<file path="config.mk">
export PLATFORM = sky130hd
export DESIGN_NAME = hop_sequencer
export DESIGN_NICKNAME = d
export VERILOG_FILES = /design/src/rtl/hop_pkg.sv /design/src/rtl/hop_lfsr.sv /design/src/rtl/hop_slot_timer.sv /design/src/rtl/hop_div.sv /design/src/rtl/hop_sequencer.sv
export SDC_FILE = /design/constraint.sdc
export NUM_CORES = 1
export LEC_CHECK = 0
export ABC_AREA = 0
export BUFFER_PORTS_ARGS = -buffer_cell sky130_fd_sc_hd__buf_2
export CAP_MARGIN = 15
export CORE_UTILIZATION = 66
export DETAILED_ROUTE_END_ITERATION = 16
export PLACE_DENSITY_LB_ADDON = 0.08
export SETUP_SLACK_MARGIN = 0.5
export SLEW_MARGIN = 20
export SYNTH_ARGS = -nofsm -noshare
export SYNTH_HDL_FRONTEND = slang
export SYNTH_SLANG_ARGS = --single-unit
</file>
<file path="constraint.sdc">
create_clock -name clk -period 8.7 [get_ports clk]
set_input_delay 1.305 -clock clk [delete_from_list [all_inputs] [get_ports clk]]
set_output_delay 1.305 -clock clk [all_outputs]
set_load 0.05 [all_outputs]
</file>
<file path="src/rtl/hop_pkg.sv">
package hop_pkg;
    localparam int HOP_LEN    = 29;
    localparam int GRID_LEN   = 27;
    localparam int STEP_SPAN  = 24;
    localparam int IDX_W      = 5;
    localparam int IDXP_W     = IDX_W + 1;
    localparam int FREQ_W     = 30;
    localparam int WORD_W     = 24;
    localparam int SPACING_HZ = 499712;
    localparam int DIVISOR    = 61;
    localparam int RND_W      = 16;
    localparam logic [FREQ_W-1:0] BASE_UPPER = 30'd914472960;
    localparam logic [FREQ_W-1:0] BASE_LOWER = 30'd859504640;

    typedef enum logic {BAND_UPPER = 1'b0, BAND_LOWER = 1'b1} band_e;

    typedef struct packed {
        logic [IDX_W-1:0]  index;
        logic [IDX_W-1:0]  step;
        logic [WORD_W-1:0] word;
    } slot_rec_t;

    function automatic logic [IDX_W-1:0] pick_step(input logic [RND_W-1:0] r);
        logic [RND_W-1:0] m;
        m = r % RND_W'(STEP_SPAN);
        return IDX_W'(m) + IDX_W'(1);
    endfunction

    function automatic logic [IDX_W-1:0] grid_channel(input logic [IDX_W-1:0] pos,
                                                      input logic [IDX_W-1:0] step);
        if (pos < IDX_W'(GRID_LEN))
            return pos;
        else if (pos == IDX_W'(GRID_LEN))
            return step;
        else
            return step + IDX_W'(1);
    endfunction

    function automatic logic [FREQ_W-1:0] channel_hz(input band_e b,
                                                     input logic [IDX_W-1:0] ch);
        logic [FREQ_W-1:0] base;
        base = (b == BAND_LOWER) ? BASE_LOWER : BASE_UPPER;
        return base + FREQ_W'(ch) * FREQ_W'(SPACING_HZ);
    endfunction

    function automatic logic [IDX_W-1:0] advance(input logic [IDX_W-1:0] pos,
                                                 input logic [IDX_W-1:0] step);
        logic [IDXP_W-1:0] s;
        s = {1'b0, pos} + {1'b0, step};
        if (s >= IDXP_W'(HOP_LEN))
            s = s - IDXP_W'(HOP_LEN);
        return s[IDX_W-1:0];
    endfunction
endpackage

</file>
<file path="src/rtl/hop_lfsr.sv">
module hop_lfsr #(
    parameter int W = 16,
    parameter logic [W-1:0] SEED = 16'hACE1,
    parameter logic [W-1:0] TAPS = 16'hB400
) (
    input  logic         clk,
    input  logic         rst,
    output logic [W-1:0] value
);
    always_ff @(posedge clk) begin
        if (rst)
            value <= SEED;
        else
            value <= {1'b0, value[W-1:1]} ^ (value[0] ? TAPS : '0);
    end

    AST_LFSR_NONZERO: assert property (@(posedge clk) disable iff (rst)
        value != '0);
endmodule

</file>
<file path="src/rtl/hop_slot_timer.sv">
module hop_slot_timer #(
    parameter int FIRST_CYC  = 2500000,
    parameter int PERIOD_CYC = 2425000
) (
    input  logic clk,
    input  logic rst,
    input  logic init,
    output logic tick,
    output logic running
);
    localparam int MAXC = (FIRST_CYC > PERIOD_CYC) ? FIRST_CYC : PERIOD_CYC;
    localparam int CW   = $clog2(MAXC + 1);

    logic [CW-1:0] cnt;

    always_ff @(posedge clk) begin
        if (rst) begin
            cnt     <= '0;
            running <= 1'b0;
            tick    <= 1'b0;
        end else if (init) begin
            cnt     <= CW'(FIRST_CYC - 1);
            running <= 1'b1;
            tick    <= 1'b0;
        end else if (running) begin
            if (cnt == '0) begin
                tick <= 1'b1;
                cnt  <= CW'(PERIOD_CYC - 1);
            end else begin
                tick <= 1'b0;
                cnt  <= cnt - CW'(1);
            end
        end else begin
            tick <= 1'b0;
        end
    end

    AST_TICK_SINGLE: assert property (@(posedge clk) disable iff (rst)
        tick |=> !tick);
endmodule

</file>
<file path="src/rtl/hop_div.sv">
module hop_div #(
    parameter int DVD_W = 30,
    parameter int DVS   = 61,
    parameter int Q_W   = 24
) (
    input  logic             clk,
    input  logic             rst,
    input  logic             clr,
    input  logic             start,
    input  logic [DVD_W-1:0] dividend,
    output logic             busy,
    output logic             done,
    output logic [Q_W-1:0]   quotient
);
    localparam int REM_W = $clog2(DVS) + 1;
    localparam int CNT_W = $clog2(DVD_W + 1);

    logic [REM_W-1:0] rem, trial, rem_nx;
    logic [DVD_W-1:0] sh, sh_nx, keep;
    logic [CNT_W-1:0] cnt;
    logic             ge;

    always_comb begin
        trial  = {rem[REM_W-2:0], sh[DVD_W-1]};
        ge     = (trial >= REM_W'(DVS));
        rem_nx = ge ? trial - REM_W'(DVS) : trial;
        sh_nx  = {sh[DVD_W-2:0], ge};
    end

    always_ff @(posedge clk) begin
        if (rst || clr) begin
            rem      <= '0;
            sh       <= '0;
            keep     <= '0;
            cnt      <= '0;
            busy     <= 1'b0;
            done     <= 1'b0;
            quotient <= '0;
        end else begin
            done <= 1'b0;
            if (start && !busy) begin
                sh   <= dividend;
                keep <= dividend;
                rem  <= '0;
                cnt  <= CNT_W'(DVD_W);
                busy <= 1'b1;
            end else if (busy) begin
                rem <= rem_nx;
                sh  <= sh_nx;
                cnt <= cnt - CNT_W'(1);
                if (cnt == CNT_W'(1)) begin
                    busy     <= 1'b0;
                    done     <= 1'b1;
                    quotient <= sh_nx[Q_W-1:0];
                end
            end
        end
    end

    AST_DIV_EXACT: assert property (@(posedge clk) disable iff (rst)
        done |-> (64'(sh) * 64'(DVS) + 64'(rem) == 64'(keep)) && (rem < REM_W'(DVS)));
    AST_QUO_FITS: assert property (@(posedge clk) disable iff (rst)
        done |-> (sh[DVD_W-1:Q_W] == '0));
endmodule

</file>
<file path="src/rtl/hop_sequencer.sv">
module hop_sequencer
    import hop_pkg::*;
#(
    parameter int FIRST_CYC  = 2500000,
    parameter int PERIOD_CYC = 2425000,
    parameter logic [RND_W-1:0] LFSR_SEED = 16'hACE1
) (
    input  logic              clk,
    input  logic              rst,
    input  logic              init,
    input  logic              band_sel,
    output logic              slot_tick,
    output logic              out_valid,
    output logic [IDX_W-1:0]  out_index,
    output logic [IDX_W-1:0]  out_step,
    output logic [WORD_W-1:0] out_word
);
    logic [RND_W-1:0]  rnd;
    logic              running;
    logic              div_busy, div_done, div_start;
    logic [WORD_W-1:0] div_q;
    logic [FREQ_W-1:0] slot_hz;
    logic [IDX_W-1:0]  pos_q, cur_q, step_q;
    band_e             band_q;
    logic              armed;
    slot_rec_t         rec;

    hop_lfsr #(.W(RND_W), .SEED(LFSR_SEED)) i_lfsr (
        .clk(clk), .rst(rst), .value(rnd)
    );

    hop_slot_timer #(.FIRST_CYC(FIRST_CYC), .PERIOD_CYC(PERIOD_CYC)) i_timer (
        .clk(clk), .rst(rst), .init(init), .tick(slot_tick), .running(running)
    );

    assign div_start = slot_tick && !init;
    assign slot_hz   = channel_hz(band_q, grid_channel(pos_q, step_q));

    hop_div #(.DVD_W(FREQ_W), .DVS(DIVISOR), .Q_W(WORD_W)) i_div (
        .clk(clk), .rst(rst), .clr(init), .start(div_start),
        .dividend(slot_hz), .busy(div_busy), .done(div_done), .quotient(div_q)
    );

    always_ff @(posedge clk) begin
        if (rst) begin
            pos_q  <= '0;
            cur_q  <= '0;
            step_q <= '0;
            band_q <= BAND_UPPER;
            armed  <= 1'b0;
        end else if (init) begin
            pos_q  <= '0;
            cur_q  <= '0;
            step_q <= pick_step(rnd);
            band_q <= band_e'(band_sel);
            armed  <= 1'b1;
        end else if (slot_tick) begin
            cur_q <= pos_q;
            pos_q <= advance(pos_q, step_q);
        end
    end

    assign rec       = '{index: cur_q, step: step_q, word: div_q};
    assign out_valid = div_done;
    assign out_index = rec.index;
    assign out_step  = rec.step;
    assign out_word  = rec.word;

    AST_NO_TICK_UNARMED: assert property (@(posedge clk) disable iff (rst)
        !armed |-> !slot_tick && !running);
    AST_STEP_RANGE: assert property (@(posedge clk) disable iff (rst)
        armed |-> (step_q >= IDX_W'(1)) && (step_q <= IDX_W'(STEP_SPAN)));
    AST_INDEX_RANGE: assert property (@(posedge clk) disable iff (rst)
        (pos_q < IDX_W'(HOP_LEN)) && (cur_q < IDX_W'(HOP_LEN)));
    AST_DIV_IDLE_AT_TICK: assert property (@(posedge clk) disable iff (rst)
        slot_tick |-> !div_busy);
    AST_VALID_SINGLE: assert property (@(posedge clk) disable iff (rst)
        out_valid |=> !out_valid);
endmodule

</file>
==> results of run 1 <==
-- report_power, final --
part / total [mW] / internal [mW] / switching [mW]
Sequential: 0.601 / 0.576 / 0.0244
Combinational: 0.141 / 0.0561 / 0.0845
Clock: 0.710 / 0.444 / 0.265
-- per-stage QoR --
step,hold WS [ns],setup WS [ns]
2_1_floorplan,0.4314,3.499
3_3_place_gp,0.4394,3.617
3_5_place_dp,0.4430,3.305
4_1_cts,0.4515,3.235
5_1_grt,0.4743,2.754
6_report,0.4516,3.269
-- sequential cells by signal (all words and copies together), names as in the netlist --
| register | flops |
|---|---|
| i_div.quotient | 24 |
| band_q | 1 |
| i_div.rem | 6 |
| i_lfsr.value | 16 |
| i_div.sh | 30 |
| i_div.cnt | 5 |
| i_div.busy | 1 |
| out_index | 5 |
| out_step | 5 |
| i_timer.cnt | 22 |
| i_timer.running | 1 |
| i_timer.tick | 1 |
| i_div.done | 1 |
| pos_q | 5 |
-- Yosys cell counts (11+ instances only) --
| cell | n |
|---|---|
| sky130_fd_sc_hd__mux2i_1 | 11 |
| sky130_fd_sc_hd__o21ai_0 | 33 |
| sky130_fd_sc_hd__nand3_1 | 17 |
| sky130_fd_sc_hd__clkbuf_1 | 34 |
| sky130_fd_sc_hd__nand2_1 | 94 |
| sky130_fd_sc_hd__nor2b_1 | 14 |
| sky130_fd_sc_hd__dfxtp_1 | 123 |
| sky130_fd_sc_hd__and3_1 | 20 |
| sky130_fd_sc_hd__a211oi_1 | 16 |
| sky130_fd_sc_hd__a21oi_1 | 85 |
| sky130_fd_sc_hd__nor3_1 | 14 |
| sky130_fd_sc_hd__xnor2_1 | 29 |
| sky130_fd_sc_hd__inv_1 | 49 |
| sky130_fd_sc_hd__xor2_1 | 13 |
| sky130_fd_sc_hd__ha_1 | 44 |
| sky130_fd_sc_hd__nor2_1 | 104 |
-- routing by layer --
metal | up-vias | part of all wire
li1 | 3024 | -
met3 | 25 | 0.038
met1 | 2906 | 0.42
met4 | 0 | 0.020
met2 | 129 | 0.52
met5 | - | 0
-- cells by family after synthesis --
logic type / Yosys count / share of synthesized area
AND/OR/NAND/NOR: 328 / 0.2239
buffers and inverters: 99 / 0.05625
XOR/XNOR: 42 / 0.05216
AO/OA/AOI/OAI: 205 / 0.1923
adder cells (fa/ha/maj): 53 / 0.1036
multiplexers: 14 / 0.02253
flip-flops: 123 / 0.3492
-- worst min-delay path: cells and delay by family (launching register included) --
family	cells	cell delay, ns
AO/OA/AOI/OAI	1	0.05
flip-flops	1	0.31
AND/OR/NAND/NOR	1	0.05
-- cell type report --
| type | instances | area, µm² | share of cell area |
|---|---|---|---|
| Clock buffer | 18 | 427.9 | 0.05461 |
| Clock inverter | 13 | 167.7 | 0.02140 |
| Inverter | 51 | 191.4 | 0.02443 |
| Multi-Input combinational cell | 642 | 4195 | 0.5354 |
| Sequential cell | 123 | 2462 | 0.3142 |
| Tap cell | 136 | 170.2 | 0.02171 |
| Timing Repair Buffer | 42 | 221.5 | 0.02826 |
-- worst max-delay path by stage --
stage                      from           end  slack [ns]  cells past startpoint
floorplan           out_step[1]  i_div.sh[24]        3.50                     24
global placement    out_step[1]  i_div.sh[24]        3.62                     24
detailed placement  out_step[1]  i_div.sh[24]        3.30                     24
CTS                 out_step[1]  i_div.sh[24]        3.23                     24
global route        out_step[1]  i_div.sh[24]        2.75                     23
finish              out_step[1]  i_div.sh[24]        3.27                     23
==> metrics list, run 1 <==
* Outcome: completed
* Warning count from the yosys run: 0
- Vias: 6084
* CORE AREA: 10320 µm²
- Between clock sinks in the finished design, the worst skew comes to 0.009662 ns.
- Number of violations of the max-capacitance limit: 0
* Number of remaining DRC errors: 0
- Data required time at the worst endpoint: 9.14 ns
- The synthesized netlist contains 74 unique library cells.
- Tcrit/Tclk final: 0.6243
- Critical R2R Capture: i_div.sh[24]
- The layer flagged by global routing as most heavily used is met2.
- After floorplanning, the core was divided into 37 placement rows.
- The top cell types in the final layout, fill and taps aside, are sky130_fd_sc_hd__dfxtp_1, sky130_fd_sc_hd__nor2_1, sky130_fd_sc_hd__nand2_1.
- TritonCTS clock tree: yes
- Data arrives at the worst endpoint at 5.87 ns.
* Path type of the worst setup path: flip-flop to flip-flop
- Post-Synthesis Mean Instance Area: 8.162 µm²
* Post-CTS Hold Buffers: 0
* Number of I/O pins: 40
- In the global route stage, met2 resource usage came out at 0.5418.
* Clock input transition at the sequential cells of the worst setup and hold paths: 0.06 ns
* Largest cells by area after synthesis: sky130_fd_sc_hd__dfxtp_1, sky130_fd_sc_hd__ha_1, sky130_fd_sc_hd__a21oi_1, sky130_fd_sc_hd__nor2_1, sky130_fd_sc_hd__nand2_1
- After filler insertion, the fill cell instance count of the layout stands at 765.
* Actual transition at the worst max-transition pin: 1.063 ns
- Number of synthesized flops with an enable pin: 0
* Antenna violations before repair: 0
* Nets: 934
- Master cell of the clock root buffer: sky130_fd_sc_hd__clkbuf_8
- The number of setup buffers added after CTS is 0.
- First-pass GRT wire length: 26.25 mm
* Port bufs: 39
- Among all flip-flop cells after synthesis, the most frequent one is sky130_fd_sc_hd__dfxtp_1.
- Starting utilization of the core area: 0.6831
- After the flow finishes, the layout carries non-filler instances totaling 1025.
- Summed over all layers, the routed wires come to 15.49 mm.
- Overall die area: 11100 µm²
- For this run, global-route usage on met3 was measured as 0.06122.
- Final max-slew violation count: 0
- Global-route met1 utilization: 0.3208
- The worst setup path is launched from a flip-flop.
- In this run the vertical extent of the chip is 105.4 µm.
* Min Clock Period, post-route: 5.432 ns
* Placed Area: 7229 µm²
* Via density per instance: 5.936
- Layout cells sized above 1: 0.1102
- Count of antenna-violating nets left after detailed routing: 0
* Power after layout: 1.451 mW
* Flop and latch count out of synthesis: 123
- Post-placement cell count: 993
- The worst hold path begins at i_div.quotient[2].
- Half-perimeter wire length after detailed placement: 10.55 mm
* Final standard cell utilization of the core: 0.7591
- The first detailed-routing pass ran for 5 iterations.
- The final count of hold timing violations was 0.
- The min-delay analysis places its worst path in the category flip-flop to flip-flop.
- Critical path peak fanout: 7
* Cell with the largest stage delay on the worst path: sky130_fd_sc_hd__fa_1
- Maximum cell stage delay along the critical path: 0.55 ns
- The total overflow left after global routing is 0.
- Max H-tree Level: 4
* Nature of the critical path endpoint: flip-flop
* Achievable frequency: 184.1 MHz
- Cells along the critical path: ha_1 > or2_2 > a21oi_1 > a21oi_1 > ha_1 > inv_1 > fa_1 > fa_1 > inv_1 > ha_1 > nor2b_1 > o21ai_0 > a21boi_0 > nor2_1 > ha_1 > o21a_1 > o21ai_0 > nand2b_1 > a41oi_1 > xnor2_1 > o21ai_0 > nand2_1 > a21oi_1
- Counting every sink on the clock net gives 123.
- Cell count of the worst reg-to-reg path: 23
* Delay-heaviest family, CP: adder cells
- Number of instances in the synthesized netlist: 864
- Diodes inserted: 0
- Detailed router's first-iteration violation count: 356
* Share of synthesized area occupied by flip-flops and latches: 0.3492
* Unrepaired setup endpoints after global routing: false
- The via count of the first global-routing pass came to 5951.
* Post-Layout Inst Area: 7836 µm²
- Most common cell after layout, fill and taps aside: sky130_fd_sc_hd__dfxtp_1
* Instance count along the most critical hold path: 2
- Maximum resistive drop on vdd: 0.1916 mV
* Total negative setup slack: 0 ns
- For this run, the total global-route usage over all layers was measured as 0.2905.
* Post-synthesis instance area: 7052 µm²
- In this run the critical register-to-register path is launched from out_step[1].
- Area leader, netlist: sky130_fd_sc_hd__dfxtp_1
- Clock Path Buffers: 2
- In the final routed layout, each cell accounts on average for 15.11 µm.
* Fraction of synthesized cell area taken by the top area cell type: 0.3492
- Remaining max-slew budget at the tightest pin: 0.2899
- The critical path contains buffers and inverters numbering 2 combined.
- Dividing total power by cell area gives a power density of 185.2 nW/µm².
- In the synthesized netlist the async set-or-reset flop fraction comes to 0.
* Clock insertion delay at the later pin of the skew report: 0.52 ns
- Syn_nets: 921
- Area grow syn2layout: 11.12%
- Setup violations remaining at the end of the flow were counted as 0.
* Worst-case register-to-register setup slack: 3.27 ns
- WHS Endpoint: i_div.quotient[2]
* Post_cts resized: 0
* Leakage power total: 3.217 nW
- By instance count, the cell type seen most on the critical path is sky130_fd_sc_hd__ha_1.
- The die is 105.4 µm wide.
- Largest net degree at the start of global routing: 61
- The number of clock buffers added by TritonCTS is 17.
- Routability-driven placement finished with a final weighted congestion of 0.8438.
Note: power is estimated with default switching activity, not from simulation.
==> run 2: changes to the inputs <==
- CORE_UTILIZATION: 66 -> 62
- clock period: 8.7 -> 5.2 ns (I/O delays scaled with it)
==> metrics list, run 2 (synthesis gave the netlist of run 1 again) <==
- Overall die area: 11800 µm² (was 11100 µm²)
* Critical R2R Capture: i_div.sh[23] (was i_div.sh[24])
- The worst relative slew slack was 0.3643 (was 0.2899).
* Detailed-router iteration count before antenna repair: 5 (unchanged)
- Total count of hold-check failures in the final report: 0 (unchanged)
* Outcome: completed (unchanged)
- Clock Path Buffers: 2 (unchanged)
* Count of antenna-violating nets left after detailed routing: 0 (unchanged)
* Final WS setup: 0.4798 ns (was 3.269 ns)
- The count of vias placed by the detailed router was 6247 (was 6084).
* Register containing the most flip-flops in the final layout: i_div.sh (unchanged)
- The layout cell share with drive strength beyond 1 came to 0.1860 (was 0.1102).
* Max H-tree Level: 4 (unchanged)
- The count of input and output buffers was 39 (unchanged).
- Crit path arrival time: 5.07 ns (was 5.87 ns)
- The number of cells on the worst hold path was 2 (unchanged).
- The total placed instance area is 7291 µm² (was 7229 µm²).
- The reg-to-reg setup timing slack came to 0.48 ns (was 3.27 ns).
- The total I/O pin count was 40 (unchanged).
- The worst endpoint required time came to 5.55 ns (was 9.14 ns).
- CORE AREA: 10980 µm² (was 10320 µm²)
- The largest driver fanout on the critical path came to 5 (was 7).
- The number of buffers inserted during clock tree synthesis came to 17 (unchanged).
* Via count of the first global-routing pass: 5857 (was 5951)
* WL/cell: 15.56 µm (was 15.11 µm)
- Post-Layout Inst Area: 8356 µm² (was 7836 µm²)
- The total inserted antenna cells was 0 (unchanged).
- Final max-slew violation count: 0 (unchanged)
- The endpoint of the worst hold path is i_div.quotient[10] (was i_div.quotient[2]).
- Fraction of power consumed by the clock network: 0.514 (was 0.489)
* Die height: 108.7 µm (was 105.4 µm)
- The final critical-path required period was 4.720 ns (was 5.432 ns).
- The area overhead of the layout relative to synthesis was 18.49% (was 11.12%).
- The final net count came to 958 (was 934).
* Antenna violations before repair: 0 (unchanged)
- Master cell of the clock root buffer: sky130_fd_sc_hd__clkbuf_16 (was sky130_fd_sc_hd__clkbuf_8)
- The starting DRC count in detailed routing was 376 (was 356).
* TritonCTS clock tree: yes (unchanged)
- Unrepaired setup endpoints after global routing: true (was false)
* Actual transition at the worst max-transition pin: 0.9528 ns (was 1.063 ns)
* Final setup violation count: 0 (unchanged)
* Post-Route WL: 16.40 mm (was 15.49 mm)
* Number of violations of the max-capacitance limit: 0 (unchanged)
- Largest net degree at the start of global routing: 48 (was 61)
* Clock input transition at the sequential cells of the worst setup and hold paths: 0.06 ns (about the same)
- The width of the chip is 108.7 µm (was 105.4 µm).
- Source of the worst register-to-register timing path: pos_q[3] (was out_step[1])
- Site row count: 38 (was 37)
* Post-Place Setup Slack: 0.2018 ns (was 3.305 ns)
- The final period utilization was 0.9077 (was 0.6243).
- The power share of the sequential group came to 0.390 (was 0.414).
- Congestion Overflow GR: 0 (unchanged)
- Pwr/cell area: 307.2 nW/µm² (was 185.2 nW/µm²)
- Final standard cell utilization of the core: 0.7608 (was 0.7591)
* Starting utilization of the core area: 0.6421 (was 0.6831)
- The number of flip-flops under the largest register name is 30 (unchanged).
- Layout Skew: 0.006134 ns (was 0.009662 ns)
* Achievable frequency: 211.9 MHz (was 184.1 MHz)
- Commonest cells after routing, fill and taps aside: sky130_fd_sc_hd__dfxtp_1, sky130_fd_sc_hd__nor2_1, sky130_fd_sc_hd__nand2_1 (unchanged).
- The total global routing track utilization is 0.2820 (was 0.2905).
- Psw: 629.1 µW (was 374.4 µW)
* Top Registers: i_div.sh (30), i_div.quotient (24), i_timer.cnt (22) (unchanged)
- Cell count of the worst reg-to-reg path: 24 (was 23)
- The total DRC errors in the routed layout was 0 (unchanged).
- The wire length of the first global-routing pass was 26.45 mm (was 26.25 mm).
* Critical Path Source Type: flip-flop (unchanged)
- Nature of the critical path endpoint: flip-flop (unchanged)
- Clock insertion delay at the later pin of the skew report: 0.42 ns (was 0.52 ns)
* Proportion of power drawn by combinational gates: 0.096 (was 0.097)
* Internal cell power: 1.937 mW (was 1.077 mW)
* Leakage power total: 3.395 nW (was 3.217 nW)
- Placer congestion estimate: 0.8392 (was 0.8438)
- Most common cell after layout, fill and taps aside: sky130_fd_sc_hd__dfxtp_1 (unchanged)
- Total negative setup slack: 0 ns (unchanged)
- Switching part of the total power: 0.2451 (was 0.2580)
* Maximum resistive drop on vdd: 0.2447 mV (was 0.1916 mV)
- Via density per instance: 5.927 (was 5.936)
* Sinks on Clock Net: 123 (unchanged)
- Path type of the worst setup path: flip-flop to flip-flop (unchanged)
- Type of the worst min-delay path: flip-flop to flip-flop (unchanged)
* Half-perimeter wire length after detailed placement: 10.48 mm (was 10.55 mm)
* Worst Min Path Start: i_div.quotient[10] (was i_div.quotient[2])
==> run 2: power by group through the flow <==
stage	clock network, mW	registers (mW)	logic (mW)
floorplan	0	1.01	0.200
global placement	0	1.02	0.224
detailed placement	0	1.02	0.233
CTS	1.34	1.00	0.242
global route	1.38	1.01	0.269
finish	1.32	1.00	0.247
==> run 2: layout make-up <==
class / instances / area [µm²]
multi-input cells: 642 / 4420
fillers: 792 / 2628
flip-flops and latches: 123 / 2495
clock buffers: 21 / 491.7
repair buffers: 66 / 405.4
inverters: 51 / 191.4
clock inverters: 11 / 176.4
well taps: 140 / 175.2
==> run 2: what timing repair did <==
| action | in CTS | in global routing |
|---|---|---|
| endpoints found under the setup margin | 5 | 7 |
| hold buffers | 0 | 0 |
| gates resized for setup | 21 | 31 |
| buffers inserted | 16 | 5 |
| pin swaps | 16 | 37 |
==> run 2: through the flow <==
stage	instances	hold slack [ns]	power [mW]
2_1_floorplan	864	0.4314	1.213
3_3_place_gp	1000	0.4398	1.246
3_5_place_dp	1000	0.4437	1.256
4_1_cts	1048	0.4517	2.579
5_1_grt	1054	0.4688	2.652
6_report	1054	0.4516	2.567
==> run 2: critical path: stages (launching register included) <==
cell and delay (ns):
sky130_fd_sc_hd__dfxtp_4 0.37, sky130_fd_sc_hd__nand4_1 0.09, sky130_fd_sc_hd__or2_4 0.28, sky130_fd_sc_hd__a21o_1 0.19
sky130_fd_sc_hd__and3_4 0.19, sky130_fd_sc_hd__ha_4 0.26, sky130_fd_sc_hd__inv_2 0.03, sky130_fd_sc_hd__fa_1 0.47
sky130_fd_sc_hd__fa_1 0.54, sky130_fd_sc_hd__inv_2 0.05, sky130_fd_sc_hd__ha_4 0.25, sky130_fd_sc_hd__nor2b_4 0.13
sky130_fd_sc_hd__o21ai_2 0.13, sky130_fd_sc_hd__nand2_1 0.09, sky130_fd_sc_hd__nor2_2 0.12, sky130_fd_sc_hd__nor2_1 0.06
sky130_fd_sc_hd__ha_1 0.33, sky130_fd_sc_hd__buf_6 0.11, sky130_fd_sc_hd__o21a_1 0.13, sky130_fd_sc_hd__nor2_2 0.06
sky130_fd_sc_hd__nor2b_2 0.16, sky130_fd_sc_hd__o21ai_2 0.08, sky130_fd_sc_hd__xor2_1 0.16, sky130_fd_sc_hd__a211o_1 0.25
sky130_fd_sc_hd__a21oi_1 0.11
==> run 2: how the worst max path moves through the flow <==
stage / from / endpoint / slack, ns / cells past startpoint
floorplan: pos_q[0] / i_div.sh[24] / 0.51 / 23
global placement: pos_q[0] / i_div.sh[24] / 0.34 / 22
detailed placement: pos_q[0] / i_div.sh[24] / 0.20 / 23
CTS: pos_q[3] / i_div.sh[23] / 0.50 / 23
global route: out_step[1] / i_div.sh[24] / 0.19 / 24
finish: pos_q[3] / i_div.sh[23] / 0.48 / 24
==> run 2: routing by layer <==
metal | global-route usage | part of all wire | up-vias
met5 | 0 | 0 | -
met4 | 0.1071 | 0.022 | 0
met3 | 0.05200 | 0.038 | 37
met2 | 0.5045 | 0.51 | 151
met1 | 0.3332 | 0.43 | 2979
li1 | - | - | 3080
